## src/rtl/nv_recall_ctrl.sv

```systemverilog
module nv_recall_ctrl #(
  parameter int ADDR_W         = 13,
  parameter int DATA_W         = 8,
  parameter int RESTORE_CYCLES = 10000
) (
  input  logic              clk,
  input  logic              rst_n,
  input  logic              pwr_low,
  input  logic              pwr_ok,
  input  logic              store_busy,
  input  logic              host_ce,
  input  logic              host_we,
  input  logic [DATA_W-1:0] shadow_rdata,
  output logic              sram_ce,
  output logic              sram_we,
  output logic              mode,
  output logic              busy,
  output logic              recall_start,
  output logic              recall_done,
  output logic              write_collision,
  output logic [ADDR_W-1:0] cp_addr,
  output logic              cp_wr,
  output logic [DATA_W-1:0] cp_wdata
);
  localparam int DEPTH = 1 << ADDR_W;
  localparam int CNT_W = $clog2(RESTORE_CYCLES + 1);

  logic [CNT_W-1:0] cnt;
  logic req, run, start_q, done_q, coll_q;

  wire last = run && (cnt == CNT_W'(RESTORE_CYCLES - 1));
  wire go   = !run && req && pwr_ok && !pwr_low && !store_busy;

  always_ff @(posedge clk or negedge rst_n) begin
    if (!rst_n) begin
      req     <= 1'b1;
      run     <= 1'b0;
      cnt     <= '0;
      start_q <= 1'b0;
      done_q  <= 1'b0;
      coll_q  <= 1'b0;
    end else begin
      start_q <= go;
      done_q  <= 1'b0;
      if (run && pwr_low) begin
        run <= 1'b0;
        cnt <= '0;
      end else if (go) begin
        run    <= 1'b1;
        req    <= 1'b0;
        cnt    <= '0;
        coll_q <= 1'b0;
      end else if (last) begin
        run    <= 1'b0;
        cnt    <= '0;
        done_q <= 1'b1;
        coll_q <= host_ce && host_we;
      end else if (run) begin
        cnt <= cnt + 1'b1;
      end
      if (pwr_low) req <= 1'b1;
    end
  end

  assign busy            = run;
  assign mode            = run || store_busy;
  assign recall_start    = start_q;
  assign recall_done     = done_q;
  assign write_collision = coll_q;
  assign sram_ce         = host_ce && !mode;
  assign sram_we         = host_ce && host_we && !mode;
  assign cp_wr           = run && (int'(cnt) < DEPTH);
  assign cp_addr         = cnt[ADDR_W-1:0];
  assign cp_wdata        = shadow_rdata;
endmodule


```

## config.mk

```make
export PLATFORM = sky130hd
export DESIGN_NAME = nv_recall_ctrl
export DESIGN_NICKNAME = d
export VERILOG_FILES = /design/src/rtl/nv_recall_ctrl.sv
export SDC_FILE = /design/constraint.sdc
export NUM_CORES = 1
export LEC_CHECK = 0
export BUFFER_PORTS_ARGS = -buffer_cell sky130_fd_sc_hd__buf_4
export CAP_MARGIN = 20
export CORE_UTILIZATION = 48
export CTS_CLUSTER_DIAMETER = 60
export DETAILED_ROUTE_END_ITERATION = 8
export GPL_TIMING_DRIVEN = 0
export PLACE_DENSITY_LB_ADDON = 0.3
export SLEW_MARGIN = 20
export SYNTH_ARGS = -nofsm -noshare
export SYNTH_HDL_FRONTEND = slang
export SYNTH_SLANG_ARGS = --single-unit
```

## constraint.sdc

```tcl
create_clock -name clk -period 1.9 [get_ports clk]
set_clock_uncertainty 0.1 [all_clocks]
set_input_delay 0.38 -clock clk [delete_from_list [all_inputs] [get_ports clk]]
set_output_delay 0.38 -clock clk [all_outputs]
set_load 0.05 [all_outputs]
```

---- Word-level counts from Yosys, hierarchy flattened ----
Index checks and enable logic that the tools add are counted.
operators by class
  add/sub/neg operators ................... 1
  $lt $le $gt $ge ......................... 1
  equality and inequality tests ........... 2
  mux-type cells .......................... 15
  bitwise operators ....................... 1
  reductions and logical operators ........ 21
operators with widths
  kind                     number
  $mux W14                 4
  $add A14 B1 Y14 const B  1
  $eq A14 B14 Y1 const B   1
  $lt A14 B14 Y1 const B   1
  $mux W1                  11
  $logic_and A1 B1 Y1      10
  $logic_not A1 Y1         4
  $reduce_and A2 Y1        2
  $reduce_bool A2 Y1       2
  $reduce_bool A4 Y1       1
  $reduce_bool A3 Y1       1
  $ne A2 B2 Y1 const B     1
  $logic_or A1 B1 Y1       1
  $not A1 Y1               1
word-level totals
  flip-flop bits (word level) ............. 19
  input bits .............................. 15
  output and inout bits ................... 29
  word-level logic and storage cells ...... 47

---- Logic depth before layout (Yosys ltp) ----
Gate-level depths: netlist (run 1).
  word-level depth ........................ 8
  depth in mapped cells ................... 6
  mapped depth without buffers ............ 5

---- Least setup slack after synthesis (run 1) ----
OpenSTA, ideal clock, no wires.
  path type ............................... register to output
  start ................................... register run, in the netlist busy
  end ..................................... output port sram_we
  data arrival time ....................... 2.078 ns
  required time ........................... 1.420 ns
  slack ................................... -0.658 ns
  stages on the path, launching flop included .. 4
  buffers on the path ..................... 1
  cell sequence ........................... dfrtp_1 -> clkbuf_1 -> or2_2 -> nor2b_1
on the way
  longest elaborated chain between the ends .. 3
RTL lines
  element                 line  RTL
  start, declared         29    logic req, run, start_q, done_q, coll_q;
  start signal, assigned  37    run <= 1'b0;
  start signal, assigned  46    run <= 1'b0;
  start signal, assigned  49    run <= 1'b1;
  $logic_or A1 B1 Y1      66    assign mode = run || store_busy;
  via mode                16    output logic mode,
  $logic_not A1 Y1        71    assign sram_we = host_ce && host_we && !mode;
  $logic_and A1 B1 Y1     71
  end, declared           15    output logic sram_we,
The timed path passes the listed nets, and every way through them passes these cells.

---- Worst setup path after layout (run 1) ----
  start ................................... register cnt[2]
  end ..................................... register cnt[6]
on the way
  longest elaborated chain between the ends .. 5
  elaborated cells on any way between the ends .. 8
  those cells by class .................... add/sub (1); eq/ne (1); mux (4); reduce/logical (2)
RTL lines
  element                                                   line    RTL
  start, declared                                           28      logic [CNT_W-1:0] cnt;
  start signal, assigned                                    59      cnt <= cnt + 1'b1;
  $add A14 B1 Y14 / $eq A14 B14 Y1 (equally long branches)  59, 31
  $mux W14 / $logic_and A1 B1 Y1 (equally long branches)    58, 31
  $mux W14                                                  53      end else if (last) begin
  $mux W14                                                  48      end else if (go) begin
  $mux W14                                                  45      if (run && pwr_low) begin
Parallel ways exist; a longest one is shown, timed or not. The select of a mux whose other input is x is not followed.
A chain may end at the register's enable or synchronous reset.

==> results.json, run 1 <==
{
  "drtIter0Drc": 23,
  "final_common_cell": "buf_4",
  "min_to": "req",
  "synth_nets": 141,
  "die_x_microns": 51.7,
  "synth_warnings": 0,
  "drcViolationCount": 0,
  "dr.pass1.iters": 4,
  "drv_cap": 0,
  "start_util_pct": 52.1,
  "syn_inst": 124,
  "cp-end-kind": "register",
  "synth_cell_types": 38,
  "clock.fmax_mhz": 547,
  "synthesis.area_sq_um": 1180,
  "cts_tree": "done",
  "ant_nets": 0,
  "gp_congestion": 0.937,
  "worstSkewPairLatency_ns": 0.31,
  "r2r_slack_ns": 0.07,
  "crit_path_start_kind": "register",
  "slowest_stage": "dfrtp_1",
  "design_area_sq_um": 1620,
  "pwr_density_cell_nw_per_um2": 980,
  "ys_seq_area_share_pct": 40.2,
  "htreeDepth": 1,
  "status": "finished, final reports clean",
  "cts.path.max_buffers": 2,
  "grt_first_pass_wirelength_mm": 4.39,
  "timing.final.crit_share_pct": 96.2,
  "final-max-slew-violation-count": 0,
  "hp-start": "pwr_low",
  "tightest_slew_ns": 0.292,
  "num_antenna_cells": 0,
  "path_class": "register to register",
  "grt_max_degree": 20,
  "rows": 17,
  "ios": 44,
  "r2r-start": "cnt[2]",
  "clkTransAtPathRegs_ns": 0.11,
  "via_per_inst": 5.47,
  "synth-edff-count": 0,
  "antenna_found_initial": 0,
  "dr_total_vias": 1089,
  "finalPower_mw": 1.59,
  "rsz0062_at_grt": "false",
  "vdd_ir_drop_max_uv": 832,
  "async_flop_share_pct": 100,
  "required_ns": 2.01,
  "cts.sinks": 19,
  "fin_crit_ns": 1.83,
  "hold_class": "primary input to register",
  "areaGrowthSynthToFinish_pct": 37.0,
  "maxSlewHeadroom_pct": 80.3,
  "layout-drive-gt1-share_pct": 50.9,
  "ys_ff_latch": 19,
  "track_usage_pct": 22.4,
  "num-nets-final": 189,
  "place_hpwl_mm": 1.87,
  "hold_viol": 0,
  "crit_chain": "nor4bb_1, nand4_1, nand3_2, buf_4, nor2_1",
  "finish.utilization_pct": 71.3,
  "coreArea_sq_um": 2280,
  "cts_buffers": 3,
  "arrival_ns": 1.94,
  "hold_depth": 3,
  "wirelength_mm": 2.75,
  "root_buffer": "clkbuf_4",
  "dieArea_sq_um": 2670,
  "placed_area_sq_um": 1510,
  "r2r_end": "cnt[6]",
  "grt_pass1_vias": 1018,
  "ys.flop_type": "dfrtp_1",
  "leakagePower_nw": 0.814,
  "grt_overflow_total": 0,
  "die_y_microns": 51.7,
  "routedWlPerCell_microns": 13.8,
  "io_buffers": 35,
  "final_cell_mix": "buf_4, dfrtp_1, nor2_1, o21ai_0, xor2_1",
  "cp_slowest_stage_delay_ns": 0.50,
  "reg2reg_depth": 5,
  "syn_area_per_cell_sq_um": 9.56,
  "setup_viol": 0,
  "crit_fanout": 10
}
==> power by group <==
| part | leakage, nW | total [mW] | switching [mW] | internal [mW] |
|---|---|---|---|---|
| Combinational | 0.543 | 0.853 | 0.524 | 0.329 |
| Sequential | 0.253 | 0.523 | 0.0647 | 0.459 |
| Clock | 0.0177 | 0.213 | 0.135 | 0.0787 |
==> flip-flops by register name (all words and copies together) (netlist names) <==
register and cells:
write_collision 1, recall_start 1, busy 1, cnt 14, req 1, recall_done 1
==> per-stage QoR <==
step,TNS [ns],cells,worst slack [ns],hold slack (ns)
after floorplan,0,124,0.0123,-0.0156
after detailed placement,-1.02,187,-0.115,0.168
final,0,199,0.0719,0.211
after global placement,-0.469,187,-0.0563,0.164
after CTS,-0.0218,193,-0.0218,0.215
after global routing,0,199,0.000460,0.219
==> critical path, delay by kind of cell (launching register included) <==
kind | cells | cell delay [ns]
buffers and inverters | 1 | 0.20
flip-flops | 1 | 0.50
AND/OR/NAND/NOR | 4 | 0.93
==> routing by layer <==
layer	global-route usage (%)	part of all wire [%]	vias up
li1	-	-	517
met1	29.7	43	520
met2	35.7	51	48
met3	2.92	5.4	4
met4	11.3	1.3	0
met5	0	0	-
==> synth_stat cells, types with 3 or more instances <==
cell	number	share of area, %
o21ai_0	7	3.0
nand2_1	5	1.6
nand3_1	6	2.5
xor2_1	6	4.4
o2111ai_1	5	3.7
a21oi_1	4	1.7
inv_1	3	0.95
dfrtp_1	18	38
nor2_1	10	3.2
buf_4	22	14
or3_1	4	2.1
==> worst max path at each step <==
stage                       from       to  slack [ns]
after CTS                   busy  sram_we       -0.02
after global placement    cnt[0]   cnt[8]       -0.06
after detailed placement  cnt[0]   cnt[6]       -0.12
after global routing      cnt[2]  cnt[12]      0.0005
after floorplan             busy  sram_we        0.01
final                     cnt[2]   cnt[6]        0.07
==> final cells by class <==
type	count	area [sq um]
buffer	23	173
clock buffer	3	22.5
clock inverter	1	5.00
fill	169	653
inverter	4	15.0
multi-input combinational	77	552
sequential	19	480
tap	28	35.0
timing repair buffer	44	340
==> repair_timing <==
action / in CTS / in global routing
resized for setup: 7 / 3
hold buffers: 1 / 0
endpoints found under the hold margin: 18 / 0
gates cloned: 0 / 0
endpoints found under the setup margin: 14 / 14
buffers inserted: 1 / 7
pin swaps: 1 / 0
==> logic make-up after synthesis <==
logic type	Yosys count	share of synthesized area [%]
simple gates	44	21.6
buf+inv	28	15.9
compound gates	25	15.6
flops	19	40.2
xor+xnor	6	4.44
fa+ha+maj	2	2.11
Power figures use the tool's default switching activity.
==> run 2: changes to the inputs <==
--- a/config.mk
+++ b/config.mk
@@ -7,7 +7,7 @@
 export LEC_CHECK = 0
 export BUFFER_PORTS_ARGS = -buffer_cell sky130_fd_sc_hd__buf_4
 export CAP_MARGIN = 20
-export CORE_UTILIZATION = 48
+export CORE_UTILIZATION = 25
 export CTS_CLUSTER_DIAMETER = 60
 export DETAILED_ROUTE_END_ITERATION = 8
 export GPL_TIMING_DRIVEN = 0
==> run 2 against run 1 <==
Hold slack better by 0.055 ns. Worst setup slack better by 0.030 ns. Sequential share of layout area is 0.58 points lower. Sequential power is 4.4% higher.
==> results.json, run 2 (synthesis results as in run 1) <==
{
  "timing.final.crit_share_pct": 94.7,
  "finalPower_mw": 1.61,
  "drtIter0Drc": 39,
  "place_ws_ns": -0.0978,
  "final_cells": 220,
  "r2r-start": "req",
  "start_util_pct": 26.7,
  "layout-drive-gt1-share_pct": 50.6,
  "dr_total_vias": 1046,
  "multi_input_area_sq_um": 558,
  "final_common_cell": "buf_4",
  "coreArea_sq_um": 4440,
  "grt_pass1_vias": 987,
  "clock.fmax_mhz": 556,
  "reg2reg_depth": 5,
  "top_register": "cnt",
  "grt_overflow_total": 0,
  "htreeDepth": 1,
  "hp-start": "pwr_low",
  "route.met3.wl_microns": 152,
  "wirelength_mm": 2.72,
  "cts.sinks": 19,
  "routedWlPerCell_microns": 12.4,
  "setup_viol": 0,
  "clkTransAtPathRegs_ns": 0.07,
  "dr.pass1.iters": 6,
  "grt_first_pass_wirelength_mm": 4.44,
  "largest_reg_flops": 14,
  "worstSkewPairLatency_ns": 0.26,
  "pwr_density_cell_nw_per_um2": 972,
  "cp-end-kind": "output pin",
  "wl_met1_mm": 1.25,
  "areaGrowthSynthToFinish_pct": 39.7,
  "drcViolationCount": 0,
  "grt_max_degree": 20,
  "required_ns": 1.42,
  "ios": 44,
  "dieArea_sq_um": 5020,
  "wl_met2_mm": 1.27,
  "hold_viol": 0,
  "io_buffers": 35,
  "tightest_slew_ns": 0.246,
  "vdd_ir_drop_max_uv": 361,
  "layout.area.seq_sq_um": 480,
  "crit_fanout": 11,
  "crit_path_start_kind": "register",
  "num_antenna_cells": 0,
  "status": "finished, final reports clean",
  "finish.utilization_pct": 37.2,
  "final_cell_mix": "buf_4, dfrtp_1, nor2_1, o21ai_0, xor2_1",
  "fillers": 467,
  "cts_buffers": 3,
  "root_buffer": "clkbuf_8",
  "dp_cells": 211,
  "hold_class": "primary input to register",
  "leakagePower_nw": 0.807,
  "fin_crit_ns": 1.80,
  "hold_depth": 3,
  "antenna_found_initial": 0,
  "arrival_ns": 1.32,
  "path_class": "register to output pin",
  "maxSlewHeadroom_pct": 83.5,
  "final-max-slew-violation-count": 0,
  "holdWs_ns": 0.265,
  "drv_cap": 0,
  "die_y_microns": 70.8,
  "cts.path.max_buffers": 2,
  "place_hpwl_mm": 2.02,
  "via_per_inst": 4.75,
  "crit_start": "busy",
  "die_x_microns": 70.8,
  "fin_ws_ns": 0.101,
  "track_usage_pct": 11.3,
  "gp_congestion": 0.842,
  "top_layer": "met4",
  "rows": 24,
  "cts_tree": "done",
  "ant_nets": 0,
  "num-nets-final": 186
}
## run 2: cell count changes in the layout (fill, tap and decap cells not counted)
| cell | change |
|---|---|
| clkbuf_8 | +3 |
| nor4bb_2 | +1 |
| clkbuf_4 | -3 |
| nor4bb_1 | -1 |
| buf_4 | -3 |
## run 2: critical path, stage by stage (launching register included)
cell and delay, ns:
dfrtp_2 0.49, or2_4 0.29, nor2b_4 0.12, buf_6 0.16
## run 2: area by class of cell
type | count | share of cell area, %
multi-input combinational | 77 | 33.7
sequential | 19 | 29.0
timing repair buffer | 41 | 19.2
buffer | 23 | 10.4
tap | 52 | 3.93
clock buffer | 3 | 2.49
inverter | 4 | 0.907
clock inverter | 1 | 0.302
## run 2: metal layers
layer / global-route usage (%) / vias to the layer above
met1: 14.5 / 493
met2: 18.1 / 43
met3: 2.28 / 4
li1: - / 506
met5: 0 / -
met4: 5.56 / 0
## run 2: path summary, 6_finish.rpt
path | end | slack, ns
min in group asynchronous | cnt[4] | 0.44
max | sram_we | 0.10
min | req | 0.27
max reg2reg | cnt[11] | 0.11
min reg2reg | req | 0.39
max in group asynchronous | req | 1.00
## run 2: repair_timing
action                                  4_1_cts  5_1_grt
hold buffers                                  1        0
resized for setup                             7        4
endpoints found under the setup margin       13       13
setup buffers                                 1        4
hold endpoints to repair                     18        0
cloned                                        0        0
pin swaps                                     0        2
## run 2: through the flow
step	TNS (ns)	instance area [sq um]
finish	0	1660
global route	-0.0134	1660
CTS	0	1620
detailed placement	-0.798	1540
global placement	-1.14	1540
floorplan	0	1210
## run 2: report_power, final
| group | switching (mW) | total, mW | internal (mW) | leakage [nW] |
|---|---|---|---|---|
| Combinational | 0.485 | 0.778 | 0.293 | 0.528 |
| Sequential | 0.0868 | 0.546 | 0.459 | 0.253 |
| Clock | 0.140 | 0.286 | 0.146 | 0.0255 |
==> run 3: changes to the inputs <==
--- a/config.mk
+++ b/config.mk
@@ -5,6 +5,7 @@
 export SDC_FILE = /design/constraint.sdc
 export NUM_CORES = 1
 export LEC_CHECK = 0
+export ABC_AREA = 1
 export BUFFER_PORTS_ARGS = -buffer_cell sky130_fd_sc_hd__buf_4
 export CAP_MARGIN = 20
 export CORE_UTILIZATION = 25
==> constraint.sdc (replaced) <==
create_clock -name clk -period 1.8 [get_ports clk]
set_clock_uncertainty 0.1 [all_clocks]
set_input_delay 0.36 -clock clk [delete_from_list [all_inputs] [get_ports clk]]
set_output_delay 0.36 -clock clk [all_outputs]
set_load 0.05 [all_outputs]
==> run 3 against run 2 <==
Flip-flop and latch count is the same. Worst setup slack lost 0.017 ns. Non-clock buffer count shrank 6. Global-route usage grew 0.070 points. Synthesized cell count grew 35%. Critical path depth grew 1. Largest cell class unchanged.
==> results.json, run 3 <==
{
  "rows": 25,
  "yosys.area_share.xor_xnor_pct": 1.37,
  "pwr_density_cell_nw_per_um2": 991,
  "final-max-slew-violation-count": 0,
  "grt_pass1_vias": 1067,
  "top_register": "cnt",
  "cts.sinks": 19,
  "leakagePower_nw": 0.864,
  "hold_depth": 3,
  "r2r-start": "cnt[1]",
  "ant_nets": 0,
  "crit_chain": "nor2_4, inv_2, nor2_2, buf_4",
  "slowest_stage": "dfrtp_2",
  "synth_nets": 185,
  "num_antenna_cells": 0,
  "crit_path_start_kind": "register",
  "hold_viol": 0,
  "start_util_pct": 26.5,
  "die_x_microns": 73.5,
  "grt_first_pass_wirelength_mm": 4.72,
  "areaGrowthSynthToFinish_pct": 32.6,
  "htreeDepth": 1,
  "final_cell_mix": "buf_4, nand2_1, nor2_1, dfrtp_1, inv_1",
  "r2r_slack_ns": 0.17,
  "critical_path_buf_inv_count": 2,
  "pwr-share-seq_pct": 33.4,
  "drv_cap": 0,
  "hp-start": "host_we",
  "place_ws_ns": 0.167,
  "cp_slowest_stage_delay_ns": 0.47,
  "rsz0062_at_grt": "false",
  "power_frac_comb_pct": 48.2,
  "synth_warnings": 0,
  "cts_tree": "done",
  "antenna_found_initial": 0,
  "synth_top_area_share_pct": 35.3,
  "synthesis.area_sq_um": 1280,
  "via_per_inst": 4.10,
  "grt_max_degree": 20,
  "arrival_ns": 1.26,
  "p_sw_mw": 0.771,
  "io_buffers": 35,
  "dr.pass1.iters": 3,
  "tightest_slew_ns": 0.280,
  "root_buffer": "clkbuf_8",
  "track_usage_pct": 11.3,
  "dp_cells": 270,
  "hold_class": "primary input to register",
  "drcViolationCount": 0,
  "timing.final.crit_share_pct": 95.3,
  "synth_top_family_by_area": "simple AND/OR/NAND/NOR gates",
  "synth_area_leaders": "dfrtp_1, buf_4, nand2_1",
  "layout-drive-gt1-share_pct": 39.4,
  "clock.fmax_mhz": 583,
  "ios": 44,
  "final_cells": 275,
  "cp-end-kind": "output pin",
  "ys_ff_latch": 19,
  "synth_compound_area_share_pct": 5.20,
  "gp_congestion": 0.771,
  "synth_adder_area_share_pct": 1.96,
  "fin_ws_ns": 0.0842,
  "dr_total_vias": 1127,
  "clkTransAtPathRegs_ns": 0.08,
  "ys_top_cells_by_count": "nand2_1, nor2_1, buf_4, dfrtp_1, inv_1",
  "async_flop_share_pct": 100,
  "r2r_end": "cnt[3]",
  "p_int_mw": 0.907,
  "synth-edff-count": 0,
  "status": "finished, final reports clean",
  "min_to": "write_collision",
  "critical_path.top_delay_family": "flip-flops",
  "cts_buffers": 3,
  "post_cts_buffers": 0,
  "required_ns": 1.34,
  "setup_viol": 0,
  "coreArea_sq_um": 4820,
  "synthMuxAreaShare_pct": 0,
  "yosysTopAreaCell": "dfrtp_1",
  "synth.most_common_cell": "nand2_1",
  "dieArea_sq_um": 5390,
  "power_frac_clock_pct": 18.3,
  "routedWlPerCell_microns": 9.45,
  "grt_overflow_total": 0,
  "drtIter0Drc": 52,
  "wirelength_mm": 2.60,
  "num-nets-final": 226,
  "syn_inst": 168,
  "synth_cell_types": 25,
  "final_common_cell": "buf_4",
  "vdd_ir_drop_max_uv": 544,
  "largest_reg_flops": 14,
  "cts.path.max_buffers": 2,
  "synth-simple-area-share_pct": 36.2,
  "reg2reg_depth": 6,
  "path_class": "register to output pin",
  "crit_fanout": 6,
  "die_y_microns": 73.5,
  "switching_share_pct": 45.9,
  "place_hpwl_mm": 2.03,
  "maxSlewHeadroom_pct": 81.3,
  "syn_area_per_cell_sq_um": 7.60,
  "worstSkewPairLatency_ns": 0.26,
  "ys.flop_type": "dfrtp_1",
  "ys_seq_area_share_pct": 37.4,
  "fin_crit_ns": 1.72
}
-- run 3: cell families after synthesis --
kind of cell | count (synthesis)
XOR/XNOR | 2
buffers and inverters | 38
AO/OA/AOI/OAI | 11
adder cells (fa/ha/maj) | 2
flip-flops | 19
AND/OR/NAND/NOR | 96
-- run 3: worst max path at each step --
| stage | slack (ns) | from | to | cells after the start |
|---|---|---|---|---|
| final | 0.08 | busy | sram_we | 4 |
| after floorplan | -0.1 | busy | sram_ce | 3 |
| after global routing | 0.01 | busy | sram_we | 4 |
| after global placement | 0.16 | cnt[1] | cnt[3] | 6 |
| after CTS | 0.05 | busy | sram_we | 4 |
| after detailed placement | 0.17 | cnt[1] | cnt[3] | 6 |
-- run 3: metrics by stage --
step | hold slack [ns] | power [mW] | util [%] | TNS [ns] | instance area [sq um]
final | 0.231 | 1.68 | 35.1 | 0 | 1690
after global routing | 0.236 | 1.78 | 35.1 | 0 | 1690
after CTS | 0.228 | 1.70 | 35.1 | 0 | 1690
after detailed placement | 0.153 | 1.38 | 33.9 | 0 | 1640
after global placement | 0.153 | 1.38 | 33.9 | 0 | 1640
after floorplan | -0.0356 | 1.17 | - | -0.196 | 1290
-- run 3: area by class of cell --
cell class	count	area, sq um
sequential	19	478
tap	67	83.8
clock buffer	3	41.3
inverter	16	60.1
buffer	22	169
multi-input combinational	111	583
fill	537	3120
timing repair buffer	36	273
clock inverter	1	5.00
-- run 3: repair_timing --
action | CTS | global route
hold endpoints to repair | 18 | 0
gates resized for setup | 0 | 1
endpoints found under the setup margin | 0 | 2
hold buffers | 1 | 0
-- run 3: tightest hold or removal path, cell delays in order --
cell and delay (ns):
buf_4 0.08, nand3_1 0.06, nand2_1 0.06
-- run 3: power groups by stage --
stage	registers (mW)	clock network [mW]	logic (mW)
CTS	0.560	0.318	0.819
floorplan	0.598	0	0.571
global placement	0.567	0	0.813
finish	0.561	0.308	0.809
detailed placement	0.568	0	0.815
global route	0.572	0.336	0.877
-- run 3: layer usage --
layer / vias up / GRT usage (%) / wire, microns
li1: 591 / - / -
met1: 493 / 15.3 / 1330
met2: 39 / 17.9 / 1070
met3: 4 / 3.29 / 181
met4: 0 / 2.56 / 15
met5: - / 0 / 0
